**config.mk**
```make
export PLATFORM = sky130hd
export DESIGN_NAME = vidlink_lock_det
export DESIGN_NICKNAME = d
export VERILOG_FILES = /design/src/rtl/serlock_pkg.sv /design/src/rtl/trs_hunt.sv /design/src/rtl/comma_hunt.sv /design/src/rtl/sync_watchdog.sv /design/src/rtl/vidlink_lock_det.sv
export SDC_FILE = /design/constraint.sdc
export NUM_CORES = 1
export LEC_CHECK = 0
export BUFFER_PORTS_ARGS = -buffer_cell sky130_fd_sc_hd__buf_2
export CAP_MARGIN = 20
export CORE_MARGIN = 1
export CORE_UTILIZATION = 30
export CTS_CLUSTER_SIZE = 20
export DETAILED_ROUTE_END_ITERATION = 12
export GPL_TIMING_DRIVEN = 0
export PLACE_DENSITY = 0.61
export SYNTH_ARGS = -nofsm -noshare
export SYNTH_HDL_FRONTEND = slang
export SYNTH_SLANG_ARGS = --single-unit
```
**constraint.sdc**
```tcl
create_clock -name clk_word -period 1.95 [get_ports clk_word]
set_input_delay 0.39 -clock clk_word [delete_from_list [all_inputs] [get_ports clk_word]]
set_output_delay 0.39 -clock clk_word [all_outputs]
set_load 0.01 [all_outputs]
```
**src/rtl/serlock_pkg.sv**
```systemverilog
package serlock_pkg;

  localparam int SYM_W = 10;

  typedef enum logic [1:0] {
    MODE_SMPTE = 2'd0,
    MODE_ASI   = 2'd1,
    MODE_THRU  = 2'd2,
    MODE_RSVD  = 2'd3
  } op_mode_e;

  typedef enum logic [1:0] {
    SYM_OTHER = 2'd0,
    SYM_ONES  = 2'd1,
    SYM_ZEROS = 2'd2
  } sym_kind_e;

  // Classify one symbol against the two TRS preamble values.
  function automatic sym_kind_e sym_kind(input logic [SYM_W-1:0] s);
    if (s == {SYM_W{1'b1}}) return SYM_ONES;
    if (s == {SYM_W{1'b0}}) return SYM_ZEROS;
    return SYM_OTHER;
  endfunction

  // Either running-disparity form of the comma character.
  function automatic logic is_comma(input logic [SYM_W-1:0] s);
    return (s == 10'b0011111010) || (s == 10'b1100000101);
  endfunction

  // True for the lane that must be examined under the current width.
  function automatic logic lane_active(input int lane, input logic narrow);
    return (lane == 0) || !narrow;
  endfunction

endpackage

```
**src/rtl/trs_hunt.sv**
```systemverilog
module trs_hunt
  import serlock_pkg::*;
#(
  parameter int LANES = 2
) (
  input  logic                   clk,
  input  logic                   rst_n,
  input  logic                   clr,
  input  logic                   narrow,
  input  logic [LANES*SYM_W-1:0] word,
  output logic                   hit
);

  logic [LANES-1:0] lane_ones;
  logic [LANES-1:0] lane_zeros;
  sym_kind_e        word_kind;
  sym_kind_e        h1_q;
  sym_kind_e        h2_q;

  for (genvar g = 0; g < LANES; g++) begin : g_lane
    assign lane_ones[g]  = (sym_kind(word[g*SYM_W +: SYM_W]) == SYM_ONES)
                           || !lane_active(g, narrow);
    assign lane_zeros[g] = (sym_kind(word[g*SYM_W +: SYM_W]) == SYM_ZEROS)
                           || !lane_active(g, narrow);
  end

  always_comb begin
    if (&lane_ones)       word_kind = SYM_ONES;
    else if (&lane_zeros) word_kind = SYM_ZEROS;
    else                  word_kind = SYM_OTHER;
  end

  assign hit = (h2_q == SYM_ONES) && (h1_q == SYM_ZEROS) && (word_kind == SYM_ZEROS);

  always_ff @(posedge clk) begin
    if (!rst_n || clr) begin
      h1_q <= SYM_OTHER;
      h2_q <= SYM_OTHER;
    end else begin
      h2_q <= h1_q;
      h1_q <= word_kind;
    end
  end

endmodule

```
**src/rtl/comma_hunt.sv**
```systemverilog
module comma_hunt
  import serlock_pkg::*;
#(
  parameter int LANES = 2
) (
  input  logic                   narrow,
  input  logic [LANES*SYM_W-1:0] word,
  output logic                   hit
);

  logic [LANES-1:0] lane_hit;

  for (genvar g = 0; g < LANES; g++) begin : g_lane
    assign lane_hit[g] = is_comma(word[g*SYM_W +: SYM_W]) && lane_active(g, narrow);
  end

  assign hit = |lane_hit;

endmodule

```
**src/rtl/sync_watchdog.sv**
```systemverilog
module sync_watchdog #(
  parameter int WATCH_LEN = 2200,
  parameter int CW        = $clog2(WATCH_LEN + 1)
) (
  input  logic          clk,
  input  logic          rst_n,
  input  logic          kill,
  input  logic          hit,
  output logic          sync_d,
  output logic          sync_q,
  output logic [CW-1:0] cnt_q
);

  localparam logic [CW-1:0] LAST = CW'(WATCH_LEN - 1);

  logic          expire;
  logic [CW-1:0] cnt_d;

  assign expire = sync_q && !kill && !hit && (cnt_q == LAST);

  always_comb begin
    if (kill)        sync_d = 1'b0;
    else if (hit)    sync_d = 1'b1;
    else if (expire) sync_d = 1'b0;
    else             sync_d = sync_q;
  end

  always_comb begin
    if (kill || hit || !sync_d) cnt_d = '0;
    else                        cnt_d = cnt_q + 1'b1;
  end

  always_ff @(posedge clk) begin
    if (!rst_n) begin
      sync_q <= 1'b0;
      cnt_q  <= '0;
    end else begin
      sync_q <= sync_d;
      cnt_q  <= cnt_d;
    end
  end

endmodule

```
**src/rtl/vidlink_lock_det.sv**
```systemverilog
module vidlink_lock_det
  import serlock_pkg::*;
#(
  parameter int LANES     = 2,
  parameter int WATCH_LEN = 2200,
  parameter int BUS_W     = LANES * SYM_W,
  parameter int CW        = $clog2(WATCH_LEN + 1)
) (
  input  logic             clk_word,
  input  logic             rst_n,
  input  logic             pll_locked,
  input  logic [1:0]       op_mode,
  input  logic             narrow_bus,
  input  logic [BUS_W-1:0] word_in,
  output logic             lock_out,
  output logic             ser_out_en
);

  op_mode_e      mode_now;
  op_mode_e      mode_q;
  logic          narrow_q;
  logic          cfg_change;
  logic          kill;
  logic          trs_hit;
  logic          comma_hit;
  logic          sync_hit;
  logic          sync_d;
  logic          sync_q;
  logic [CW-1:0] wd_cnt;
  logic          lock_d;
  logic          lock_q;

  assign mode_now   = op_mode_e'(op_mode);
  assign cfg_change = (mode_now != mode_q) || (narrow_bus != narrow_q);
  assign kill       = cfg_change || !pll_locked;

  trs_hunt #(.LANES(LANES)) u_trs (
    .clk    (clk_word),
    .rst_n  (rst_n),
    .clr    (kill),
    .narrow (narrow_bus),
    .word   (word_in),
    .hit    (trs_hit)
  );

  comma_hunt #(.LANES(LANES)) u_comma (
    .narrow (narrow_bus),
    .word   (word_in),
    .hit    (comma_hit)
  );

  always_comb begin
    unique case (mode_now)
      MODE_SMPTE: sync_hit = trs_hit;
      MODE_ASI:   sync_hit = comma_hit;
      default:    sync_hit = 1'b0;
    endcase
  end

  sync_watchdog #(.WATCH_LEN(WATCH_LEN), .CW(CW)) u_wd (
    .clk    (clk_word),
    .rst_n  (rst_n),
    .kill   (kill),
    .hit    (sync_hit),
    .sync_d (sync_d),
    .sync_q (sync_q),
    .cnt_q  (wd_cnt)
  );

  always_comb begin
    unique case (mode_now)
      MODE_SMPTE, MODE_ASI: lock_d = !kill && sync_d;
      MODE_THRU:            lock_d = !kill;
      default:              lock_d = 1'b0;
    endcase
  end

  always_ff @(posedge clk_word) begin
    if (!rst_n) begin
      mode_q   <= MODE_SMPTE;
      narrow_q <= 1'b0;
      lock_q   <= 1'b0;
    end else begin
      mode_q   <= mode_now;
      narrow_q <= narrow_bus;
      lock_q   <= lock_d;
    end
  end

  assign lock_out   = lock_q;
  assign ser_out_en = lock_q;

endmodule

```
Word level (Yosys, flattened, before mapping)

Index checks and enable logic that the tools add are counted.

Register bits: 21
Bits of input ports: 26
Output and inout port bits: 2
Logic and storage cells: 78

$add $sub $neg: 1
Equal/unequal tests: 18
Multiplexer cells: 21
Bitwise operators: 1
Reductions and logical operators: 30

Operators with widths:

| operator                                        | count |
|---|---|
| == test 10 bit (second input constant)          | 4 |
| == test 10 x 8 -> 1 bit (second input constant) | 2 |
| logical NOT 10 bit                              | 2 |
| two-way mux 2 bit                               | 10 |
| adder 12 x 1 -> 12 bit (second input constant)  | 1 |
| == test 12 bit (second input constant)          | 1 |
| == test 2 bit (second input constant)           | 5 |
| logical OR 1 bit                                | 9 |
| two-way mux 1 bit                               | 9 |
| == test 2 x 1 -> 1 bit (second input constant)  | 4 |
| logical AND 1 bit                               | 7 |
| logical NOT 1 bit                               | 6 |
| OR reduction 2 bit                              | 3 |
| one-hot mux 1 bit (2 select lines)              | 2 |
| AND reduction 2 bit                             | 2 |
| logical NOT 2 bit                               | 1 |
| != test 2 bit                                   | 1 |
| != test 1 bit                                   | 1 |
| inverter 1 bit                                  | 1 |

Depth between registers and ports, before layout

Gate-level depths: netlist of run 1.

Depth after elaboration: 22
Mapped depth: 6
Gate-level depth less buffers: 6

Modules after synthesis

Synthesis of run 1 repeated with hierarchy kept, for this count alone.

Cells, all modules: 128
Area, all modules: 1116.1 um^2

Modules (own cells, without submodules):

| module           | instances | cells each | area each (um^2) | sequential area each (um^2) |
|---|---|---|---|---|
| sync_watchdog    | 1         | 64         | 588.1            | 260.2 |
| trs_hunt         | 1         | 30         | 215.2            | 80.1 |
| vidlink_lock_det | 1         | 18         | 190.2            | 80.1 |
| comma_hunt       | 1         | 16         | 122.6            | 0.0 |

Least setup slack after synthesis of run 1

Ideal clock, no wire load.

Path type: input to register
From: in word_in[10]
To: reg u_wd.cnt_q[10]
Setup time: 0.132 ns
Data arrival time: 1.935 ns
Data required time: 1.818 ns
Path slack: -0.117 ns
Cell stages on the path: 6
Path buffers: 1
Cell sequence: or4_1 or3_1 a21o_1 a211oi_4 buf_6 nor3_1

Cells in the longest elaborated chain, start to end: 22
Elaborated cells between the ends (all ways): 34
Classes of those cells: 6 x eq/ne; 12 x mux; 16 x reduce/logical

Ends and longest elaborated chain:

| element                                 | line                   | RTL |
|---|---|---|
| start: declaration                      | vidlink_lock_det.sv:14 | `input logic [BUS_W-1:0] word_in,` |
| logical NOT 10 bit                      | serlock_pkg.sv:21      | `if (s == {SYM_W{1'b0}}) return SYM_ZEROS;` |
| two-way mux 1 bit (2 in series)         | serlock_pkg.sv:21      |  |
| two-way mux 2 bit                       | serlock_pkg.sv:22      | `return SYM_OTHER;` |
| two-way mux 2 bit                       | serlock_pkg.sv:21      |  |
| == test 2 bit                           | trs_hunt.sv:23         | `assign lane_zeros[g] = (sym_kind(word[g*SYM_W +: SYM_W]) == SYM_ZEROS)` |
| logical OR 1 bit                        | trs_hunt.sv:24         | `\|\| !lane_active(g, narrow);` |
| AND reduction 2 bit                     | trs_hunt.sv:29         | `else if (&lane_zeros) word_kind = SYM_ZEROS;` |
| two-way mux 2 bit                       | trs_hunt.sv:29         |  |
| [4 not listed]                          | --                     |  |
| logical NOT 1 bit                       | sync_watchdog.sv:19    | `assign expire = sync_q && !kill && !hit && (cnt_q == LAST);` |
| logical AND 1 bit (2 in series)         | sync_watchdog.sv:19    |  |
| two-way mux 1 bit                       | sync_watchdog.sv:24    | `else if (expire) sync_d = 1'b0;` |
| two-way mux 1 bit                       | sync_watchdog.sv:23    | `else if (hit) sync_d = 1'b1;` |
| two-way mux 1 bit                       | sync_watchdog.sv:22    | `if (kill) sync_d = 1'b0;` |
| logical NOT 1 bit                       | sync_watchdog.sv:29    | `if (kill \|\| hit \|\| !sync_d) cnt_d = '0;` |
| logical OR 1 bit (*)                    | sync_watchdog.sv:29    |  |
| OR reduction 2 bit (no source line) (*) | --                     |  |
| end signal: assignment                  | sync_watchdog.sv:39    | `cnt_q <= cnt_d;` |
| end: declaration                        | sync_watchdog.sv:11    | `output logic [CW-1:0] cnt_q` |

Every way passes the cells marked *; elsewhere a longest branch is shown, timed or not. The select of a mux whose other input is x is not followed.
A chain may end at the register's enable or synchronous reset.

Worst setup path after layout of run 1

From: in word_in[10]
To: reg u_wd.cnt_q[7]

Same word-level chain as after synthesis.

==> results of run 1 <==
worst max-delay path, cell delays in order:
cell	delay, ns
buf_2	0.11
or4_1	0.50
or3_1	0.35
a21o_1	0.23
a211oi_4	0.29
buf_6	0.17
nor3_1	0.05
where the power goes:
part / switching, mW / leakage (nW) / total (mW) / internal (mW)
combinational: 0.0344 / 0.265 / 0.0687 / 0.0343
clock: 0.130 / 0.0150 / 0.210 / 0.0797
sequential: 0.00136 / 0.170 / 0.434 / 0.433
Yosys cell counts (3+ instances only):
cell and count:
nor3_1 14, and2_1 5, xor2_1 5, nor2_1 7
dfxtp_1 21, and3_1 3, nand2_1 6, nand4_1 5
nand3_1 6, nor4_1 4, xnor2_1 8
flip-flops by register name, indices dropped and copies added, names as in the netlist:
signal       cells
u_wd.sync_q      1
mode_q           2
u_trs.h1_q       2
lock_out         1
u_trs.h2_q       2
u_wd.cnt_q      12
narrow_q         1
per-layer routing:
| layer | global-route usage | vias up | wire length [um] |
|---|---|---|---|
| met1 | 0.144 | 410 | 885 |
| met4 | 0.0199 | 0 | 0 |
| met3 | 0.0393 | 0 | 99 |
| li1 | - | 462 | - |
| met2 | 0.217 | 29 | 867 |
| met5 | 0 | - | 0 |
final timing paths:
kind,to,slack [ns]
worst max-delay path,u_wd.cnt_q[7],0.04
worst min-delay path,mode_q[1],0.33
worst max register to register,u_wd.cnt_q[7],0.17
worst min register to register,u_wd.cnt_q[0],0.46
timing repair:
item | CTS | global route
gates resized for setup | 0 | 2
setup buffers | 0 | 1
setup endpoints to repair | 0 | 11
endpoints found under the hold margin | 0 | 0
metrics by stage:
step,TNS [ns],worst slack (ns),total power [mW]
global placement,-3.38,-0.301,0.507
finish,0,0.0405,0.712
CTS,0,0.0267,0.719
global route,0,0.00209,0.753
detailed placement,-3.38,-0.304,0.510
floorplan,-0.800,-0.0823,0.470
cell families after synthesis:
group,count (synthesis)
AOI/OAI and AO/OA,10
xor gates and xnor gates,13
adders and majority gates,1
buffers and inverters,4
DFF,21
and+or+nand+nor,59
area by class of cell:
| class | count | area (um2) | share of cell area |
|---|---|---|---|
| Sequential cell | 21 | 420 | 0.341 |
| Timing Repair Buffer | 28 | 143 | 0.116 |
| Buffer | 3 | 22.5 | 0.0183 |
| Multi-Input combinational cell | 83 | 561 | 0.455 |
| Inverter | 1 | 3.75 | 0.00305 |
| Tap cell | 44 | 55.1 | 0.0447 |
| Clock buffer | 4 | 26.3 | 0.0213 |
cell usage in the layout, fill, tap and decap left out, types with 2 or more instances in the layout:
cell type  synthesis  final
nand3_1            6      6
clkbuf_1           1      2
buf_2              0     27
and2_1             5      5
o21a_1             2      2
nor4_1             4      3
o311a_1            2      2
clkbuf_4           0      3
nor2_1             7      7
or4_1              2      2
nor3b_1            2      2
nand4_1            5      5
buf_4              1      2
xnor2_1            8      8
nor3_1            14     13
and3_1             3      3
dfxtp_1           21     21
nand2_1            6      6
xor2_1             5      5
==> impl_metrics.json, run 1 <==
{
  "status": "finished clean",
  "core_area_mm2": 0.00310,
  "worst_ep_required_time_ns": 2.14,
  "fin_hold_ws_ns": 0.325,
  "hold_viol": 0,
  "min_period_ns": 1.91,
  "critPathMaxFanout": 10,
  "hold_path_class": "input port to register",
  "yosysUniqueCellTypes": 31,
  "routed_wirelength_um": 1850,
  "area_growth_pct": 23.6,
  "gp_congestion": 0.695,
  "cp-end-kind": "register",
  "vias": 901,
  "drt_first_pass_iters": 4,
  "startpoint_type": "input port",
  "synth_xor_area_frac": 0.114,
  "cts.sinks": 21,
  "synth_mux_area_frac": 0,
  "ys_top_cells_by_area": "dfxtp_1 (42%), nor3_1 (7.0%), xnor2_1 (7.0%)",
  "fmax_ghz": 0.524,
  "maxSlewHeadroom": 0.709,
  "synth_top_family_by_area": "simple AND/OR/NAND/NOR gates",
  "cts_max_path_buffers": 2,
  "drc": 0,
  "min_period_over_period": 0.979,
  "syn_nets": 135,
  "rsz0062_at_grt": "false",
  "io_buffers": 27,
  "startpoint": "word_in[10]",
  "ff2ff_path_depth": 5,
  "async_reset_ff_frac": 0,
  "drv_slew": 0,
  "synth_compound_area_frac": 0.0942,
  "cts_root_buf": "clkbuf_4",
  "syn-cell-area_um2": 996,
  "tightest_slew_ns": 0.437,
  "synthCells": 108,
  "die_h_um": 59.6,
  "hp-start": "rst_n",
  "placed_cell_area_mm2": 0.00119,
  "drtAntennaViolNets": 0,
  "setup_viol": 0,
  "antenna_found_initial": 0,
  "dieArea_mm2": 0.00355,
  "hold_buffers": 0,
  "synth_top_area_frac": 0.422,
  "fillers": 336,
  "start_util": 0.321,
  "die_width_um": 59.6,
  "grt-ovfl-total": 0,
  "fin_worst_skew_ns": 0.00691,
  "synth_edf_count": 0,
  "p_per_area_mw_per_mm2": 578,
  "antenna_cells": 0,
  "synth_fa_ha_area_frac": 0.0126,
  "cp.arrival_ns": 2.10,
  "htreeDepth": 1,
  "grt_pass1_wl_um": 3330,
  "insertion_delay_ns": 0.30,
  "grt_pass1_vias": 851,
  "path_clk_slew_ns": 0.12,
  "worstSetupPathType": "input port to register",
  "drt-wirelength-per-cell_um": 10.1,
  "ir_drop_uv": 290,
  "synth_ff_type": "dfxtp_1",
  "drive_gt1_frac": 0.257,
  "grt_usage": 0.122,
  "ys_seq_area_frac": 0.422,
  "placed_cells": 179,
  "ys_ff_latch": 21,
  "hpwlAfterDp_um": 1450,
  "synth.largest_area_cell": "dfxtp_1",
  "synthSimpleGateAreaFrac": 0.330,
  "cts_made_buffers": 3,
  "maxCapViolations": 0,
  "min_path_cells": 2,
  "drtIter0Drc": 18,
  "worstReg2RegStart": "u_trs.h2_q[1]",
  "vias_per_cell": 4.90,
  "nets": 168,
  "fin_util": 0.397,
  "p_leak_nw": 0.450,
  "io_pins": 28,
  "yosys_warnings": 0,
  "grt_max_degree": 12,
  "synth.avg_cell_area_um2": 9.22,
  "cts_tree": "done",
  "postLayoutCellArea_mm2": 0.00123,
  "fin_cells": 184,
  "fp-row-count": 20
}
No activity file was read; power rests on OpenSTA's default activity.
==> inputs of run 2 (changes only) <==
--- a/config.mk
+++ b/config.mk
@@ -8,11 +8,11 @@
 export BUFFER_PORTS_ARGS = -buffer_cell sky130_fd_sc_hd__buf_2
 export CAP_MARGIN = 20
 export CORE_MARGIN = 1
-export CORE_UTILIZATION = 30
+export CORE_UTILIZATION = 35
 export CTS_CLUSTER_SIZE = 20
 export DETAILED_ROUTE_END_ITERATION = 12
-export GPL_TIMING_DRIVEN = 0
-export PLACE_DENSITY = 0.61
+export GPL_TIMING_DRIVEN = 1
+export PLACE_DENSITY = 0.68
 export SYNTH_ARGS = -nofsm -noshare
 export SYNTH_HDL_FRONTEND = slang
 export SYNTH_SLANG_ARGS = --single-unit
==> run 2 against run 1 <==
  * Fmax rose by 1.9%
  * Global-route usage rose by 0.67 points
  * Non-clock buffer count rose by 2
  * Highest routed layer is now met4
  * Critical path type unchanged
  * Clock skew rose by 0.0025 ns
  * Critical path depth did not move
  * Final area did not move
  * Wire length rose by 4.6%
  * Combinational power rose by 5.8%
==> impl_metrics.json, run 2 (same netlist as run 1, synthesis figures left out) <==
{
  "start_util": 0.385,
  "gp_congestion": 0.744,
  "cts_tree": "done",
  "drtAntennaViolNets": 0,
  "whs_endpoint": "mode_q[1]",
  "maxCapViolations": 0,
  "core_area_mm2": 0.00259,
  "path_clk_slew_ns": 0.12,
  "ir_drop_uv": 396,
  "drt_first_pass_iters": 4,
  "startpoint_type": "input port",
  "nets": 170,
  "fp-row-count": 18,
  "cp.arrival_ns": 2.05,
  "drive_gt1_frac": 0.268,
  "cp-end-kind": "register",
  "drtIter0Drc": 14,
  "grt_pass1_wl_um": 3250,
  "fin_worst_skew_ns": 0.00938,
  "tightest_slew_ns": 0.418,
  "rsz0062_at_grt": "false",
  "grt_usage": 0.128,
  "worstReg2RegStart": "u_trs.h1_q[1]",
  "post_cts_resize_count": 0,
  "p_per_area_mw_per_mm2": 577,
  "status": "finished clean",
  "hold_viol": 0,
  "rrSetupSlack_ns": 0.17,
  "antenna_cells": 0,
  "min_path_cells": 2,
  "drc": 0,
  "highest_layer": "met4",
  "hp-start": "rst_n",
  "cts_root_buf": "clkbuf_4",
  "post_cts_buffers": 0,
  "place_ws_ns": -0.246,
  "wl_met3_um": 79,
  "setup_tns_ns": 0,
  "worstSetupPathType": "input port to register",
  "grt-ovfl-total": 0,
  "die_h_um": 55.3,
  "min_period_over_period": 0.961,
  "largest_reg_flops": 12,
  "seq_area_um2": 420,
  "critPathMaxFanout": 13,
  "wl_met1_um": 905,
  "fmax_ghz": 0.534,
  "vias": 925,
  "final_cell_mix": "buf_2 (27), dfxtp_1 (21), nor3_1 (14)",
  "htreeDepth": 1,
  "fillers": 250,
  "regMostFlops": "u_wd.cnt_q",
  "hpwlAfterDp_um": 1500,
  "maxSlewHeadroom": 0.721,
  "worst_slack_ns": 0.0766,
  "cts_max_path_buffers": 2,
  "antenna_found_initial": 0,
  "cts.sinks": 21,
  "drv_slew": 0,
  "hold_path_class": "input port to register",
  "insertion_delay_ns": 0.30,
  "grt_pass1_vias": 826,
  "die_width_um": 55.3,
  "setup_viol": 0,
  "p_leak_nw": 0.466,
  "fin_util": 0.475,
  "vias_per_cell": 5.38,
  "fin_hold_ws_ns": 0.320,
  "grt_max_degree": 14,
  "routed_wirelength_um": 1940,
  "io_pins": 28,
  "min_period_ns": 1.87,
  "hold_buffers": 0,
  "dieArea_mm2": 0.00306,
  "area_growth_pct": 23.6,
  "drt-wirelength-per-cell_um": 11.3,
  "io_buffers": 27,
  "final_common_cell": "buf_2",
  "reg2reg_to": "u_wd.cnt_q[9]",
  "ff2ff_path_depth": 5,
  "wl_met2_um": 941,
  "cts_made_buffers": 3,
  "multi_input_area_um2": 549,
  "worst_ep_required_time_ns": 2.13
}
-- run 2: cell types whose count changed in the layout (fill, tap and decap cells not counted), sizes merged --
cell and change:
buf +3, clkbuf -2, clkinv +1
-- run 2: worst max path at each step --
stage / from / slack [ns] / end / cells past startpoint
finish: word_in[10] / 0.08 / u_wd.cnt_q[9] / 7
global placement: word_in[10] / -0.20 / u_wd.cnt_q[10] / 7
global route: word_in[10] / 0.04 / u_wd.cnt_q[10] / 7
detailed placement: word_in[10] / -0.25 / u_wd.cnt_q[5] / 7
CTS: word_in[10] / 0.09 / u_wd.cnt_q[9] / 7
floorplan: word_in[10] / -0.08 / u_wd.cnt_q[10] / 6
-- run 2: per-layer routing --
metal / track usage / vias up
met5: 0 / -
met4: 0.0643 / 0
met3: 0.0211 / 2
met2: 0.213 / 32
met1: 0.159 / 425
li1: - / 466
-- run 2: report_power, final --
part | internal, mW | switching (mW) | leakage (nW)
logic | 0.0384 | 0.0342 | 0.278
clock network | 0.0764 | 0.127 | 0.0177
registers | 0.433 | 0.00143 | 0.170
-- run 2: cell type report --
class	instances	area share
Multi-Input combinational cell	83	0.446
Sequential cell	21	0.341
Timing Repair Buffer	33	0.157
Tap cell	30	0.0305
Clock buffer	3	0.0183
Clock inverter	1	0.00407
Inverter	1	0.00305
-- run 2: worst max-delay path, cell delays in order --
cell      delay, ns
buf_2          0.11
or4_1          0.50
or3_1          0.36
a21o_1         0.23
a211oi_4       0.25
buf_12         0.17
nor3_1         0.05
-- run 2: per-stage QoR --
step / cells / power, mW / cell area [um2]
5_1_grt: 172 / 0.744 / 1230
2_1_floorplan: 108 / 0.470 / 996
3_3_place_gp: 168 / 0.514 / 1200
4_1_cts: 172 / 0.727 / 1230
3_5_place_dp: 168 / 0.516 / 1200
6_report: 172 / 0.710 / 1230
==> inputs of run 3 (changes only) <==
==> constraint.sdc (replaced) <==
create_clock -name clk_word -period 1.95 [get_ports clk_word]
set_input_delay 0.0975 -clock clk_word [delete_from_list [all_inputs] [get_ports clk_word]]
set_output_delay 0.0975 -clock clk_word [all_outputs]
set_load 0.01 [all_outputs]
==> run 3 against run 2 <==
  * Hold slack worse by 0.29 ns
  * Sequential share of layout area up 0.89 points
  * Global-route usage up 0.11 points
  * Largest power group unchanged
==> impl_metrics.json, run 3 (same netlist as run 1, synthesis figures left out) <==
{
  "min_period_ns": 1.79,
  "placed_cells": 164,
  "worst_ep_required_time_ns": 2.13,
  "path_clk_slew_ns": 0.11,
  "path_cells": "or4bb_1 > o31a_1 > a211oi_4 > buf_12 > nor3_1",
  "cpPeakStageDelay_ns": 0.50,
  "fmax_ghz": 0.560,
  "maxCapViolations": 0,
  "cts_made_buffers": 3,
  "gp_congestion": 0.729,
  "io_buffers": 27,
  "startpoint_type": "register",
  "cp.arrival_ns": 1.97,
  "drtIter0Drc": 7,
  "die_h_um": 55.3,
  "cts_tree": "done",
  "ff2ff_path_depth": 5,
  "final_common_cell": "buf_2",
  "cp_slowest_cell": "or4bb_1",
  "cts_max_path_buffers": 2,
  "worstReg2RegStart": "u_trs.h1_q[1]",
  "hpwlAfterDp_um": 1490,
  "drv_slew": 0,
  "cp-end-kind": "register",
  "critPathMaxFanout": 13,
  "largest_reg_flops": 12,
  "p_per_area_mw_per_mm2": 592,
  "vias_per_cell": 5.30,
  "drt-wirelength-per-cell_um": 11.2,
  "drc": 0,
  "regMostFlops": "u_wd.cnt_q",
  "drt_first_pass_iters": 4,
  "setup_viol": 0,
  "core_area_mm2": 0.00259,
  "vias": 891,
  "final_cell_mix": "buf_2 (27), dfxtp_1 (21), nor3_1 (14)",
  "p_leak_nw": 0.444,
  "grt_pass1_vias": 800,
  "hold_path_class": "input port to register",
  "worst-path-stages": 5,
  "antenna_found_initial": 0,
  "dieArea_mm2": 0.00306,
  "post_cts_buffers": 0,
  "fin_worst_skew_ns": 0.00340,
  "rrSetupSlack_ns": 0.16,
  "grt_pass1_wl_um": 3210,
  "rsz0062_at_grt": "false",
  "drtAntennaViolNets": 0,
  "cts_root_buf": "clkbuf_4",
  "min_period_over_period": 0.916,
  "routed_wirelength_um": 1880,
  "setup_tns_ns": 0,
  "area_growth_pct": 20.5,
  "worstSetupPathType": "register to register",
  "ir_drop_uv": 479,
  "post_cts_resize_count": 0,
  "maxSlewHeadroom": 0.741,
  "insertion_delay_ns": 0.30,
  "hold_viol": 0,
  "nets": 166,
  "drive_gt1_frac": 0.239,
  "start_util": 0.385,
  "status": "finished clean",
  "die_width_um": 55.3,
  "min_path_cells": 2,
  "cp_top_family": "compound AO/OA/AOI/OAI gates",
  "fp-row-count": 18,
  "whs_endpoint": "mode_q[0]",
  "reg2reg_to": "u_wd.cnt_q[4]",
  "fin_cells": 168,
  "grt_usage": 0.129,
  "cts.sinks": 21,
  "hold_buffers": 0,
  "hp-start": "rst_n",
  "worst-path-buf-inv": 1,
  "io_pins": 28,
  "htreeDepth": 1,
  "grt_max_degree": 14,
  "tightest_slew_ns": 0.387,
  "grt-ovfl-total": 0,
  "antenna_cells": 0
}
==> run 3: cell types whose count changed in the layout (fill, tap and decap cells not counted) <==
cell / previous run / this run
buf_4: 5 / 1
clkbuf_1: 0 / 1
clkinv_2: 1 / 0
==> run 3: area by class of cell <==
type | count | area [um2]
Inverter | 1 | 3.75
Clock buffer | 4 | 26.3
Fill cell | 241 | 1390
Sequential cell | 21 | 420
Tap cell | 30 | 37.5
Multi-Input combinational cell | 83 | 549
Timing Repair Buffer | 29 | 163
==> run 3: metal layers <==
layer  vias up  GRT usage  part of all wire
met5         -          0                 0
li1        467          -                 -
met3         4     0.0328             0.038
met2        25      0.229              0.48
met4         0     0.0607             0.018
met1       395      0.144              0.47
==> run 3: per-stage QoR <==
stage	util	total power [mW]	hold WS (ns)	area, um2	setup WS [ns]
after floorplan	-	0.470	0.219	996	0.175
after global placement	0.453	0.509	0.343	1170	0.0511
after detailed placement	0.453	0.512	0.351	1170	0.0168
after CTS	0.463	0.721	0.0261	1200	0.154
after global routing	0.463	0.736	0.0267	1200	0.0966
final	0.463	0.710	0.0312	1200	0.163
==> run 3: worst max path at each step <==
stage,startpoint,end,slack [ns]
2_1_floorplan,word_in[10],u_wd.cnt_q[10],0.18
3_3_place_gp,word_in[10],u_wd.cnt_q[10],0.05
3_5_place_dp,word_in[10],u_wd.cnt_q[4],0.02
4_1_cts,u_trs.h1_q[1],u_wd.cnt_q[4],0.15
5_1_grt,u_trs.h1_q[1],u_wd.cnt_q[7],0.1
6_report,u_trs.h1_q[1],u_wd.cnt_q[4],0.16
==> run 3: worst register-to-register path: stages (launching register included) <==
cell	delay, ns
dfxtp_1	0.33
or4bb_1	0.50
o31a_1	0.36
a211oi_4	0.26
buf_12	0.16
nor3_1	0.06
==> run 3: report_power, final <==
part | leakage, nW | internal [mW] | switching, mW
Combinational | 0.259 | 0.0348 | 0.0337
Clock | 0.0150 | 0.0797 | 0.128
Sequential | 0.170 | 0.432 | 0.00153
